==> config.mk <==
export PLATFORM = sky130hd
export DESIGN_NAME = acc_core
export DESIGN_NICKNAME = d
export VERILOG_FILES = /design/src/rtl/acc_pkg.sv /design/src/rtl/acc_alu.sv /design/src/rtl/acc_ctrl.sv /design/src/rtl/acc_datapath.sv /design/src/rtl/acc_core.sv
export SDC_FILE = /design/constraint.sdc
export NUM_CORES = 1
export LEC_CHECK = 0
export ABC_AREA = 1
export BUFFER_PORTS_ARGS = -buffer_cell sky130_fd_sc_hd__buf_2
export CAP_MARGIN = 25
export CORE_MARGIN = 2
export CORE_UTILIZATION = 45
export DETAILED_ROUTE_END_ITERATION = 7
export PLACE_DENSITY_LB_ADDON = 0.12
export RECOVER_POWER = 100
export SLEW_MARGIN = 20
export SYNTH_ARGS = -nofsm -noshare
export SYNTH_HDL_FRONTEND = slang
export SYNTH_SLANG_ARGS = --single-unit
==> constraint.sdc <==
create_clock -name clk -period 3.2 [get_ports clk]
set_clock_uncertainty 0.05 [all_clocks]
set_input_delay 0 -clock clk [delete_from_list [all_inputs] [get_ports clk]]
set_output_delay 0 -clock clk [all_outputs]
set_load 0.1 [all_outputs]
==> src/rtl/acc_pkg.sv <==
package acc_pkg;

  typedef enum logic [3:0] {
    ST_RESET1 = 4'b0000,
    ST_RESET2 = 4'b0001,
    ST_FETCH  = 4'b0010,
    ST_AOPR   = 4'b0011,
    ST_SOPR   = 4'b0100,
    ST_STORE1 = 4'b0101,
    ST_STORE2 = 4'b0110,
    ST_STORE3 = 4'b0111,
    ST_LOAD1  = 4'b1000,
    ST_LOAD2  = 4'b1001,
    ST_LOAD3  = 4'b1010,
    ST_BRN1   = 4'b1011,
    ST_BRN2   = 4'b1100,
    ST_JUMP   = 4'b1101
  } state_e;

  typedef enum logic [2:0] {
    ALU_PASS_A = 3'b000,
    ALU_NOT_B  = 3'b001,
    ALU_AND    = 3'b010,
    ALU_ADD    = 3'b011,
    ALU_SHR_B  = 3'b100
  } alu_op_e;

  typedef enum logic [1:0] {
    MEM_NOP = 2'b00,
    MEM_RD  = 2'b01,
    MEM_WR  = 2'b10
  } mem_op_e;

  typedef enum logic [1:0] {
    PC_HOLD  = 2'b00,
    PC_ZERO  = 2'b01,
    PC_INC   = 2'b10,
    PC_X_INC = 2'b11
  } pc_sel_e;

  typedef struct packed {
    alu_op_e alu_op;
    mem_op_e mem_op;
    pc_sel_e pc_sel;
    logic    ac_le;
    logic    di_le;
    logic    ao_le;
    logic    ao_from_x;
    logic    abus_x;
  } ctrl_t;

endpackage

==> src/rtl/acc_alu.sv <==
module acc_alu
  import acc_pkg::*;
#(
  parameter int W = 16
) (
  input  alu_op_e      op,
  input  logic [W-1:0] a,
  input  logic [W-1:0] b,
  output logic [W-1:0] y
);
  always_comb begin
    unique case (op)
      ALU_PASS_A: y = a;
      ALU_NOT_B:  y = ~b;
      ALU_AND:    y = a & b;
      ALU_ADD:    y = a + b;
      ALU_SHR_B:  y = {1'b0, b[W-1:1]};
      default:    y = a;
    endcase
  end
endmodule

==> src/rtl/acc_ctrl.sv <==
module acc_ctrl
  import acc_pkg::*;
(
  input  logic       clk,
  input  logic       rst,
  input  logic [2:0] fetch_opc,
  input  logic [2:0] exec_opc,
  input  logic       acc_neg,
  output ctrl_t      ctrl,
  output logic [3:0] state
);
  state_e state_q, state_d;

  always_ff @(posedge clk) begin
    if (rst) state_q <= ST_RESET1;
    else     state_q <= state_d;
  end

  assign state = state_q;

  always_comb begin
    ctrl = '{alu_op: ALU_PASS_A, mem_op: MEM_NOP, pc_sel: PC_HOLD,
             ac_le: 1'b0, di_le: 1'b0, ao_le: 1'b0, ao_from_x: 1'b0,
             abus_x: 1'b0};
    state_d = ST_RESET1;
    unique case (state_q)
      ST_RESET1: begin
        ctrl.pc_sel = PC_ZERO;
        state_d     = ST_RESET2;
      end
      ST_RESET2: begin
        ctrl.ao_le  = 1'b1;
        ctrl.pc_sel = PC_INC;
        state_d     = ST_FETCH;
      end
      ST_FETCH: begin
        ctrl.mem_op = MEM_RD;
        ctrl.di_le  = 1'b1;
        unique case (fetch_opc)
          3'b000, 3'b001: state_d = ST_SOPR;
          3'b010:         state_d = ST_BRN1;
          3'b011:         state_d = ST_JUMP;
          3'b100:         state_d = ST_STORE1;
          3'b101:         state_d = ST_LOAD1;
          default:        state_d = ST_AOPR;
        endcase
      end
      ST_AOPR: begin
        ctrl.alu_op = exec_opc[0] ? ALU_ADD : ALU_AND;
        ctrl.abus_x = 1'b1;
        ctrl.ac_le  = 1'b1;
        ctrl.ao_le  = 1'b1;
        ctrl.pc_sel = PC_INC;
        state_d     = ST_FETCH;
      end
      ST_SOPR: begin
        ctrl.alu_op = exec_opc[0] ? ALU_SHR_B : ALU_NOT_B;
        ctrl.ac_le  = 1'b1;
        ctrl.ao_le  = 1'b1;
        ctrl.pc_sel = PC_INC;
        state_d     = ST_FETCH;
      end
      ST_STORE1, ST_LOAD1: begin
        ctrl.ao_le     = 1'b1;
        ctrl.ao_from_x = 1'b1;
        state_d        = (state_q == ST_LOAD1) ? ST_LOAD2 : ST_STORE2;
      end
      ST_STORE2: begin
        ctrl.mem_op = MEM_WR;
        ctrl.ao_le  = 1'b1;
        ctrl.pc_sel = PC_INC;
        state_d     = ST_FETCH;
      end
      ST_LOAD2: begin
        ctrl.mem_op = MEM_RD;
        ctrl.di_le  = 1'b1;
        state_d     = ST_LOAD3;
      end
      ST_LOAD3: begin
        ctrl.alu_op = ALU_PASS_A;
        ctrl.ac_le  = 1'b1;
        ctrl.ao_le  = 1'b1;
        ctrl.pc_sel = PC_INC;
        state_d     = ST_FETCH;
      end
      ST_BRN1: begin
        ctrl.ao_le  = 1'b1;
        ctrl.pc_sel = PC_INC;
        state_d     = acc_neg ? ST_BRN2 : ST_FETCH;
      end
      ST_BRN2, ST_JUMP: begin
        ctrl.ao_le     = 1'b1;
        ctrl.ao_from_x = 1'b1;
        ctrl.pc_sel    = PC_X_INC;
        state_d        = ST_FETCH;
      end
      default: state_d = ST_RESET1;
    endcase
  end
endmodule

==> src/rtl/acc_datapath.sv <==
module acc_datapath
  import acc_pkg::*;
#(
  parameter int DATA_W = 16,
  parameter int ADDR_W = 10
) (
  input  logic              clk,
  input  logic              rst,
  input  ctrl_t             ctrl,
  input  logic [DATA_W-1:0] rdata,
  output logic [DATA_W-1:0] acc,
  output logic [DATA_W-1:0] di,
  output logic [ADDR_W-1:0] pc,
  output logic [ADDR_W-1:0] ao
);
  localparam int PAD_W = DATA_W - ADDR_W;
  localparam logic [ADDR_W-1:0] STEP = ADDR_W'(2);

  logic [ADDR_W-1:0] x_field;
  logic [DATA_W-1:0] abus, alu_y;

  assign x_field = di[ADDR_W-1:0];
  assign abus    = ctrl.abus_x ? {{PAD_W{1'b0}}, x_field} : di;

  acc_alu #(.W(DATA_W)) u_alu (
    .op (ctrl.alu_op),
    .a  (abus),
    .b  (acc),
    .y  (alu_y)
  );

  always_ff @(posedge clk) begin
    if (rst) begin
      acc <= '0;
      di  <= '0;
      ao  <= '0;
    end else begin
      if (ctrl.ac_le) acc <= alu_y;
      if (ctrl.di_le) di  <= rdata;
      if (ctrl.ao_le) ao  <= ctrl.ao_from_x ? x_field : pc;
    end
  end

  always_ff @(posedge clk) begin
    if (rst) pc <= '0;
    else begin
      unique case (ctrl.pc_sel)
        PC_ZERO:  pc <= '0;
        PC_INC:   pc <= pc + STEP;
        PC_X_INC: pc <= x_field + STEP;
        default:  pc <= pc;
      endcase
    end
  end
endmodule

==> src/rtl/acc_core.sv <==
module acc_core
  import acc_pkg::*;
#(
  parameter int DATA_W = 16,
  parameter int ADDR_W = 10
) (
  input  logic              clk,
  input  logic              rst,
  output logic [ADDR_W-1:0] mem_addr,
  output logic [1:0]        mem_op,
  output logic [DATA_W-1:0] mem_wdata,
  input  logic [DATA_W-1:0] mem_rdata
);
  localparam int OPC_LSB = ADDR_W;

  ctrl_t             ctrl;
  logic [3:0]        state;
  logic [DATA_W-1:0] acc, di;
  logic [ADDR_W-1:0] pc, ao;

  acc_ctrl u_ctrl (
    .clk       (clk),
    .rst       (rst),
    .fetch_opc (mem_rdata[OPC_LSB+2:OPC_LSB]),
    .exec_opc  (di[OPC_LSB+2:OPC_LSB]),
    .acc_neg   (acc[DATA_W-1]),
    .ctrl      (ctrl),
    .state     (state)
  );

  acc_datapath #(.DATA_W(DATA_W), .ADDR_W(ADDR_W)) u_dp (
    .clk   (clk),
    .rst   (rst),
    .ctrl  (ctrl),
    .rdata (mem_rdata),
    .acc   (acc),
    .di    (di),
    .pc    (pc),
    .ao    (ao)
  );

  assign mem_addr  = ao;
  assign mem_op    = ctrl.mem_op;
  assign mem_wdata = acc;
endmodule

==> results of run 1 <==
[area by class of cell]
class | count | share of cell area [%]
inverters | 85 | 7.13
well taps | 108 | 3.02
flip-flops and latches | 56 | 25.0
clock inverters | 2 | 0.866
multi-input cells | 475 | 54.1
repair buffers | 64 | 8.27
clock buffers | 6 | 1.62
[timing repair]
item | CTS | global route
setup endpoints to repair | 0 | 0
hold buffers | 15 | 0
hold endpoints to repair | 15 | 0
buffers inserted | 0 | 0
[per-stage QoR]
step / hold WS, ns / cell area (um^2) / total power [mW]
global route: 0.0369 / 4480 / 4.29
global placement: 0.228 / 4270 / 3.53
detailed placement: 0.240 / 4270 / 3.56
floorplan: 0.126 / 4000 / 3.10
finish: 0.0282 / 4480 / 4.01
CTS: 0.0201 / 4530 / 4.06
[final timing paths]
path	from	depth (start not counted)	end
worst max-delay path	u_ctrl.state[3]$_SDFF_PP0_	8	mem_op[0]
worst min-delay path	mem_rdata[11]	4	u_ctrl.state[3]$_SDFF_PP0_
worst max register to register	u_ctrl.state[1]$_SDFF_PP0_	12	u_dp.pc[7]$_SDFFE_PP0P_
worst min register to register	u_dp.di[15]$_SDFFE_PP0P_	2	u_dp.di[15]$_SDFFE_PP0P_
[per-layer routing]
metal  vias up  share of wire (%)  GRT usage, %
met5         -                  0             0
met4         0                1.7          7.59
met3        18                4.4          3.08
met2       118                 46          39.0
met1      1933                 48          33.4
li1       2189                  -             -
[registers in the layout, summed over array words and instances (netlist names)]
register,flops
u_dp.acc,16
u_dp.di,16
u_dp.ao,10
u_dp.pc,10
u_ctrl.state,4
[worst max-delay path: stages (launching register included)]
cell and delay (ns):
dfxtp_1 0.43, inv_1 0.09, nor2_1 0.21, inv_1 0.16, nor2_1 0.19, nor2_2 0.06
buf_4 0.22, inv_1 0.08, clkbuf_1 0.86
[where the power goes]
group / internal (mW) / total [mW] / switching (mW)
clock network: 0.237 / 0.489 / 0.252
logic: 0.515 / 2.40 / 1.89
registers: 0.917 / 1.12 / 0.200
total: 1.67 / 4.01 / 2.34
[placed cells by master, fill, tap and decap left out, types with 4 or more instances in the layout]
| master | synthesis | final |
|---|---|---|
| a21oi_1 | 66 | 66 |
| buf_2 | 4 | 17 |
| buf_4 | 5 | 4 |
| clkbuf_1 | 11 | 29 |
| clkbuf_8 | 0 | 5 |
| dfxtp_1 | 56 | 56 |
| dlygate4sd3_1 | 0 | 15 |
| ha_1 | 17 | 17 |
| inv_1 | 80 | 84 |
| nand2_1 | 167 | 168 |
| nand3_1 | 34 | 34 |
| nand4_1 | 6 | 6 |
| nor2_1 | 70 | 72 |
| o211ai_1 | 9 | 9 |
| o21ai_0 | 48 | 50 |
| o21ai_1 | 7 | 6 |
| o221ai_1 | 7 | 7 |
| or2_2 | 8 | 8 |
[logic make-up after synthesis]
| logic type | after synthesis | share of synthesized area (%) |
|---|---|---|
| fa+ha+maj | 18 | 5.81 |
| flops | 56 | 28.0 |
| compound gates | 153 | 21.6 |
| buf+inv | 108 | 11.3 |
| simple gates | 304 | 33.3 |
==> metrics.txt, run 1 <==
final hold violations 0; number of H-tree levels 2; cell area after synthesis 4000 um^2; synthesis warning total 0; sequential fraction of the synthesis area 28.0%; global router's overall resource usage 24.1%; placement-stage worst setup slack 0.832 ns; Core Area 8680 um^2; total of endpoints with negative setup slack in the final report 0; mean instance size in the synthesized netlist 6.27 um^2; largest cells by area after synthesis dfxtp_1, nand2_1, a21oi_1, inv_1, nor2_1; Antenna Cells 0; final layout net count 723; Num Clock Sinks 56; Initial Utilization 46.1%; slew margin rel. 22.0%; area of the multi-input gates 2420 um^2; top-count cell post-synth nand2_1; Buffers on Ports 45; kind of path behind the tightest hold check primary input to flip-flop; outcome completed; required time at the worst-slack endpoint 3.15 ns; Final Critical Period 2.66 ns; commonest cells in the synthesized netlist nand2_1, inv_1, nor2_1; number of gates resized after CTS 0; total via count in the routed design 4,258; number of maximum-capacitance violations 0; count of standard-cell rows 34; routed vias/inst 5.35; area share of the largest cell type after synthesis 28.0%; EDFF count, synth 0; critical path capture point type output port; Inst Count DP 773; Max Buffers Root-to-Sink 2; overall routed net length 11,600 um; dominant synthesized flop cell dfxtp_1; type of element launching the critical path flip-flop; post-synthesis sequential element count 56; share of final-layout standard cells stronger than drive strength 1 7.56%; flop-to-flop setup slack 0.79 ns; footprint of the flip-flops and latches 1120 um^2; unique cell type count in the Yosys netlist 39; number of iterations in the first detailed-routing pass 5; fraction of registers with async set/reset 0%; source-to-sink clock delay at the later pin of the worst-skew pair 0.31 ns; count of fill cells added during filler insertion 941; Avg WL per Cell 14.5 um; nets in the synthesized netlist 675; Peak Freq 0.375 GHz; maximum number of pins on one net before global-route repair 34; DIE AREA 9670 um^2; number of standard cells in the final layout excluding fillers 796; final-report max-slew violation count 0; CTS tree built; routability cong. 0.922; clock transition at the register clock pins on the worst setup and hold paths after CTS 0.11 ns; DRC viols 0; CTS Buf Count 5; post-synthesis to final-layout area growth 11.8%; initial detailed-routing violation count 299; power density over the cells 896 nW/um^2; I/O pin cnt 46; IR drop worst, VDD 0.494 mV; Post-Route Setup TNS 0 ns; Cells after Synth 639; Clock Tree Root clkbuf_8; post-detail-place hpwl 8580 um; fin worst setup slack 0.535 ns; Leakage 2.03 nW; global-route wire length before repair 19,100 um; critical path class flip-flop to output port; Finished Core Util 51.6%; sum of overflow across all layers after global routing 0; transition at the pin with the smallest max-transition slack 1.17 ns; final period utilization 83.3%; number of antenna violations at the first check in global routing 0; unrepaired setup endpoints after global routing false; horizontal die dimension 98.3 um; vertical die dimension 98.3 um; cell type contributing the most total cell area after synthesis dfxtp_1; via count of the first global-routing pass 4,044; highest fanout seen on the critical path 33; post-route antenna net violation count 0; signal arrival time at the worst endpoint 2.61 ns
Note: power is estimated with default switching activity, not from simulation.
==> inputs of run 2 (changes only) <==
- ABC_AREA: 1 -> 0
- clock period: 3.2 -> 2.2 ns (I/O delays scaled with it)
==> run 2 against run 1 <==
  * The run now ends with negative setup slack left
  * Clock power grew 23%
  * Critical path depth grew 1
  * Die area shrank 0.66%
  * Synthesized cell count shrank 19%
  * Critical endpoint is now u_dp.acc[12]$_SDFFE_PP0P_
==> metrics.txt, run 2 <==
outcome finished, violations left; violated checks negative setup slack; kind of path behind the tightest hold check primary input to flip-flop; final period utilization 103%; Peak Freq 0.443 GHz; Final Critical Period 2.26 ns; overall routed net length 12,100 um (+4.3%); IR drop worst, VDD 0.285 mV (-42%); cell type contributing the most total cell area after synthesis dfxtp_1; GR Util met1 35.6% (+2.2 points); CTS Buf Count 5 (unchanged); post-synthesis to final-layout area growth 28.1%; synthesis warning total 0 (unchanged); Clock Tree Root clkbuf_8; layer with the highest usage after global routing met2; Final Instance Area 5090 um^2 (+14%); I/O pin cnt 46 (unchanged); commonest cells in the synthesized netlist nor2_1, dfxtp_1, nand2_1; met2 Track Usage GR 40.3% (+1.3 points); highest-count cells in the layout ignoring fill and taps nor2_1, buf_4, nand2_1; via count of the first global-routing pass 4,002 (-1.0%); clock transition at the register clock pins on the worst setup and hold paths after CTS 0.11 ns (about the same); total via count in the routed design 4,209 (-1.2%); highest fanout seen on the critical path 23 (-30%); largest registers u_dp.acc (16), u_dp.di (16); signal arrival time at the worst endpoint 2.38 ns (-0.23 ns); routability cong. 0.897 (-2.7%); Initial Utilization 46.0% (-0.091 points); critical path capture point type flip-flop; share of final-layout standard cells stronger than drive strength 1 23.4% (+16 points); final hold violations 0 (unchanged); unrepaired setup endpoints after global routing true; area after detailed placement 4760 um^2 (+11%); Num Clock Sinks 56 (unchanged); DIE AREA 9600 um^2 (-0.66%); vertical die dimension 98 um (-0.33%); required time at the worst-slack endpoint 2.32 ns (-0.83 ns); global router's overall resource usage 25.0% (+0.89 points); hold slack 0.221 ns (+0.193 ns); post-route antenna net violation count 0 (unchanged); initial detailed-routing violation count 232 (-22%); Cells after Synth 518 (-19%); unique cell type count in the Yosys netlist 67 (+72%); count of standard-cell rows 34 (unchanged); slew margin rel. 20.3% (-1.8 points); Post-Route Setup TNS -0.114 ns (-0.114 ns); post-synthesis sequential element count 56 (unchanged); global routing usage on met3 3.44% (+0.36 points); DRC viols 0 (unchanged); final-report max-slew violation count 0 (unchanged); area share of the largest cell type after synthesis 28.2% (+0.19 points); fraction of registers with async set/reset 0% (unchanged); CTS tree built; Buffers on Ports 45 (unchanged); final layout net count 654 (-9.5%); fin worst setup slack -0.0596 ns (-0.595 ns); cell area after synthesis 3980 um^2 (-0.69%); global-route wire length before repair 19,800 um (+3.4%); number of maximum-capacitance violations 0 (unchanged); source-to-sink clock delay at the later pin of the worst-skew pair 0.32 ns (about the same); maximum number of pins on one net before global-route repair 43 (+26%); type of element launching the critical path flip-flop; Antenna Cells 0 (unchanged); nets in the synthesized netlist 554 (-18%); critical path class flip-flop to flip-flop; Core Area 8640 um^2 (-0.49%); mean instance size in the synthesized netlist 7.68 um^2 (+23%); total of endpoints with negative setup slack in the final report 2 (+2); number of H-tree levels 2 (unchanged); sum of overflow across all layers after global routing 0 (unchanged); number of iterations in the first detailed-routing pass 5 (unchanged); Avg WL per Cell 16.6 um (+14%); Leakage 2.07 nW (+1.6%); sequential fraction of the synthesis area 28.2% (+0.19 points); Power Total 2.73 mW (-32%); horizontal die dimension 98 um (-0.33%); dominant synthesized flop cell dfxtp_1; leading cell type in the layout, fill and taps excluded nor2_1; routed vias/inst 5.79 (+8.2%); EDFF count, synth 0 (unchanged); transition at the pin with the smallest max-transition slack 1.20 ns (+0.0265 ns); number of antenna violations at the first check in global routing 0 (unchanged); Max Buffers Root-to-Sink 2 (unchanged); post-detail-place hpwl 8760 um (+2.0%); largest cells by area after synthesis dfxtp_1, mux2i_1, nor2_1, a21oi_1, ha_1; top-count cell post-synth nor2_1; power density over the cells 537 nW/um^2 (-40%)
## run 2: cell types whose count changed in the layout (fill, tap and decap cells not counted), moves of 11 or more
cell      previous run  this run
dfxtp_1             56        38
inv_1               84         6
nand2_1            168        46
a211oi_1             2        13
a21oi_1             66        43
mux2i_1              0        32
o21ai_0             50        19
buf_4                4        56
nand3_1             34        12
## run 2: repair_timing
| action | 4_1_cts | 5_1_grt |
|---|---|---|
| endpoints found under the setup margin | 6 | 17 |
| buffers inserted | 1 | 1 |
| pin swaps | 2 | 14 |
| endpoints found under the hold margin | 16 | 0 |
| gates resized for setup | 6 | 30 |
| hold buffers | 16 | 0 |
## run 2: worst max-delay path, cell delays in order (launching register included)
cell     delay, ns
dfxtp_2       0.35
buf_8         0.16
or4b_1        0.53
buf_2         0.23
nand2_1       0.10
a21oi_1       0.07
a31oi_1       0.17
o21ai_1       0.08
mux2i_1       0.24
o22ai_1       0.12
## run 2: layer usage
layer | routed length [um] | up-vias
met5 | 0 | -
met4 | 134 | 0
met3 | 700 | 12
met2 | 5530 | 122
met1 | 5690 | 1984
li1 | - | 2091
## run 2: final timing paths
kind,start,end,slack [ns],cells after the start
max,u_ctrl.state[1]$_SDFF_PP0_,u_dp.acc[12]$_SDFFE_PP0P_,-0.06,9
min,rst,u_dp.di[12]$_SDFFE_PP0P_,0.22,2
max reg2reg,u_ctrl.state[1]$_SDFF_PP0_,u_dp.acc[12]$_SDFFE_PP0P_,-0.06,9
min reg2reg,u_dp.pc[6]$_SDFFE_PP0P_,u_dp.pc[6]$_SDFFE_PP0P_,0.44,1
## run 2: cells by family after synthesis
logic type / synth area share (%)
flip-flops: 28.2
AO/OA/AOI/OAI: 24.5
buffers and inverters: 4.88
adder cells (fa/ha/maj): 5.85
AND/OR/NAND/NOR: 24.3
multiplexers: 8.06
XOR/XNOR: 4.15
## run 2: where the power goes
part,internal [mW],leakage [nW],switching [mW]
Clock,0.228,0.0414,0.374
Combinational,0.316,1.56,0.676
Sequential,1.08,0.467,0.0601
## run 2: per-stage QoR
| step | cells | utilization, % | setup WS [ns] |
|---|---|---|---|
| 6_report | 727 | 59.0 | -0.0596 |
| 5_1_grt | 727 | 59.0 | -0.211 |
| 4_1_cts | 726 | 58.4 | -0.0685 |
| 3_5_place_dp | 701 | 55.1 | -0.0783 |
| 3_3_place_gp | 701 | 55.1 | -0.0249 |
| 2_1_floorplan | 518 | - | -0.127 |
## run 2: final cells by class
| type | instances | area, um^2 |
|---|---|---|
| fill | 861 | 3540 |
| multi-input combinational | 422 | 2820 |
| sequential | 56 | 1160 |
| timing repair buffer | 126 | 856 |
| tap | 108 | 135 |
| clock buffer | 6 | 72.6 |
| inverter | 7 | 26.3 |
| clock inverter | 2 | 16.3 |
==> inputs of run 3 (changes only) <==
- ABC_AREA: 0 -> 1
- CTS_BUF_LIST: not set -> sky130_fd_sc_hd__clkbuf_4
==> run 3 against run 2 <==
  * Largest power group is now combinational cells
  * Worst hold slack gained 0.14 ns
  * Clock power down 15%
  * Count of clock-buffer cells in the layout is the same
  * Largest cell class unchanged
  * Final cell count rose by 12%
  * Via count grew 4.5%
  * Critical path type unchanged
  * First-iteration DRC count rose by 6.5%
  * The run now ends clean
  * Design area decreased by 6.4%
==> metrics.txt, run 3 (synthesis results as in run 1) <==
outcome completed; Num Clock Sinks 56 (unchanged); number of iterations in the first detailed-routing pass 5 (unchanged); horizontal die dimension 98.3 um (+0.33%); total of endpoints with negative setup slack in the final report 0 (-2); Leakage 2.16 nW (+4.6%); overall routed net length 12,200 um (+1.0%); Final Critical Period 2.09 ns (-0.165 ns); Buffers on Ports 45 (unchanged); number of antenna violations at the first check in global routing 0 (unchanged); highest fanout seen on the critical path 4 (-83%); Peak Freq 0.477 GHz (+7.9%); Buffers & Inverters on Critical Path 0 (-2); initial detailed-routing violation count 247 (+6.5%); highest-count cells in the layout ignoring fill and taps nand2_1, inv_1, nor2_1, a21oi_1, o21ai_0; DIE AREA 9670 um^2 (+0.66%); unrepaired setup endpoints after global routing true; number of H-tree levels 2 (unchanged); post-detail-place hpwl 8960 um (+2.3%); I/O pin cnt 46 (unchanged); global-route wire length before repair 19,700 um (-0.49%); final period utilization 95.2% (-7.5 points); maximum number of pins on one net before global-route repair 34 (-21%); Max Buffers Root-to-Sink 2 (unchanged); vertical die dimension 98.3 um (+0.33%); clock transition at the register clock pins on the worst setup and hold paths after CTS 0.18 ns (+0.07 ns); Power Total 5.98 mW (+120%); Antenna Cells 0 (unchanged); via count of the first global-routing pass 4,017 (+0.37%); final-report max-slew violation count 0 (unchanged); slew margin rel. 21.4% (+1.1 points); Core Area 8680 um^2 (+0.49%); Post-Route Setup TNS 0 ns (+0.114 ns); count of standard-cell rows 34 (unchanged); routability cong. 0.933 (+4.0%); CP peak stage delay 0.45 ns (-0.08 ns); CTS tree built; critical path class flip-flop to flip-flop; beginning of the critical path u_dp.di[0]$_SDFFE_PP0P_; Final Instance Area 4770 um^2 (-6.4%); largest registers u_dp.acc (16), u_dp.di (16); Worst R2R Start u_dp.di[0]$_SDFFE_PP0P_; type of element launching the critical path flip-flop; DRC viols 0 (unchanged); Avg WL per Cell 14.9 um (-10%); power density over the cells 1250 nW/um^2 (+130%); transition at the pin with the smallest max-transition slack 1.18 ns (-0.0162 ns); signal arrival time at the worst endpoint 2.39 ns (about the same); Worst path slowest cell fa_1; required time at the worst-slack endpoint 2.50 ns (+0.18 ns); number of maximum-capacitance violations 0 (unchanged); hold path start mem_rdata[14]; cell breakdown of the critical path ha_1 -> fa_1 -> nand2_1 -> nand3_1 -> nand2_1 -> nor2_1 -> o21ai_0 -> nand3_1 -> a21oi_1; Initial Utilization 46.1% (+0.091 points); kind of path behind the tightest hold check primary input to flip-flop; total via count in the routed design 4,399 (+4.5%); final layout net count 743 (+14%); area after detailed placement 4410 um^2 (-7.4%); source-to-sink clock delay at the later pin of the worst-skew pair 0.40 ns (+0.08 ns); Clock Tree Root clkbuf_4; IR drop worst, VDD 0.781 mV (+170%); post-route antenna net violation count 0 (unchanged); final hold violations 0 (unchanged); routed vias/inst 5.39 (-6.9%); sum of overflow across all layers after global routing 0 (unchanged); global router's overall resource usage 25.0% (about the same); critical path capture point type flip-flop; post-synthesis to final-layout area growth 19.1%; CTS Buf Count 5 (unchanged); CP top delay family adder cells; leading cell type in the layout, fill and taps excluded nand2_1; share of final-layout standard cells stronger than drive strength 1 18.2% (-5.2 points)
run 3: changes by cell type in the layout (fill, tap and decap cells not counted), sizes merged, moves of 8 or more:
cell,before,now
nand2,47,170
inv,7,84
buf,78,43
mux2i,32,0
o21ai,33,59
nand3,13,35
a21oi,46,67
a211oi,17,3
a31oi,14,3
xnor2,11,0
nand2b,10,0
clkbuf,38,29
and2,8,0
run 3: cell type report:
| cell class | instances | area, um^2 |
|---|---|---|
| Fill cell | 923 | 3910 |
| Multi-Input combinational cell | 476 | 2580 |
| Sequential cell | 56 | 1150 |
| Inverter | 85 | 319 |
| Tap cell | 108 | 135 |
| Timing Repair Buffer | 83 | 527 |
| Clock inverter | 2 | 16.3 |
| Clock buffer | 6 | 45.0 |
run 3: metrics by stage:
stage	setup WS (ns)	hold slack [ns]	instances	utilization (%)
final	0.105	0.362	816	54.9
after global routing	-0.0226	0.381	816	54.9
after CTS	0.00635	0.341	814	53.5
after detailed placement	0.0343	0.238	789	50.8
after global placement	0.0902	0.227	789	50.8
after floorplan	0.173	0.126	639	-
run 3: path summary, 6_finish.rpt:
| kind | endpoint | slack (ns) | cells past startpoint |
|---|---|---|---|
| hold reg to reg | u_dp.di[15]$_SDFFE_PP0P_ | 0.43 | 2 |
| setup / recovery | u_dp.acc[10]$_SDFFE_PP0P_ | 0.11 | 9 |
| setup reg to reg | u_dp.acc[10]$_SDFFE_PP0P_ | 0.11 | 9 |
| hold / removal | u_dp.di[14]$_SDFFE_PP0P_ | 0.36 | 4 |
run 3: report_power, final:
| group | total (mW) | internal, mW | switching [mW] |
|---|---|---|---|
| logic | 3.81 | 0.930 | 2.88 |
| clock network | 0.509 | 0.140 | 0.368 |
| registers | 1.66 | 1.36 | 0.297 |
| total | 5.98 | 2.43 | 3.55 |
run 3: metal layers:
metal	track usage, %	routed length [um]
met3	3.08	556
met1	34.2	5640
met2	42.1	5830
met5	0	0
met4	5.80	151
run 3: worst min-delay path: stages:
cell	delay, ns
dlygate4sd3_1	0.52
buf_2	0.09
o21ai_0	0.07
a21oi_1	0.11
run 3: what timing repair did:
| item | 4_1_cts | 5_1_grt |
|---|---|---|
| hold buffers | 17 | 0 |
| setup endpoints to repair | 1 | 7 |
| cloned | 0 | 1 |
| pin swaps | 0 | 12 |
| setup buffers | 0 | 1 |
| hold endpoints to repair | 31 | 0 |
| gates resized for setup | 2 | 38 |
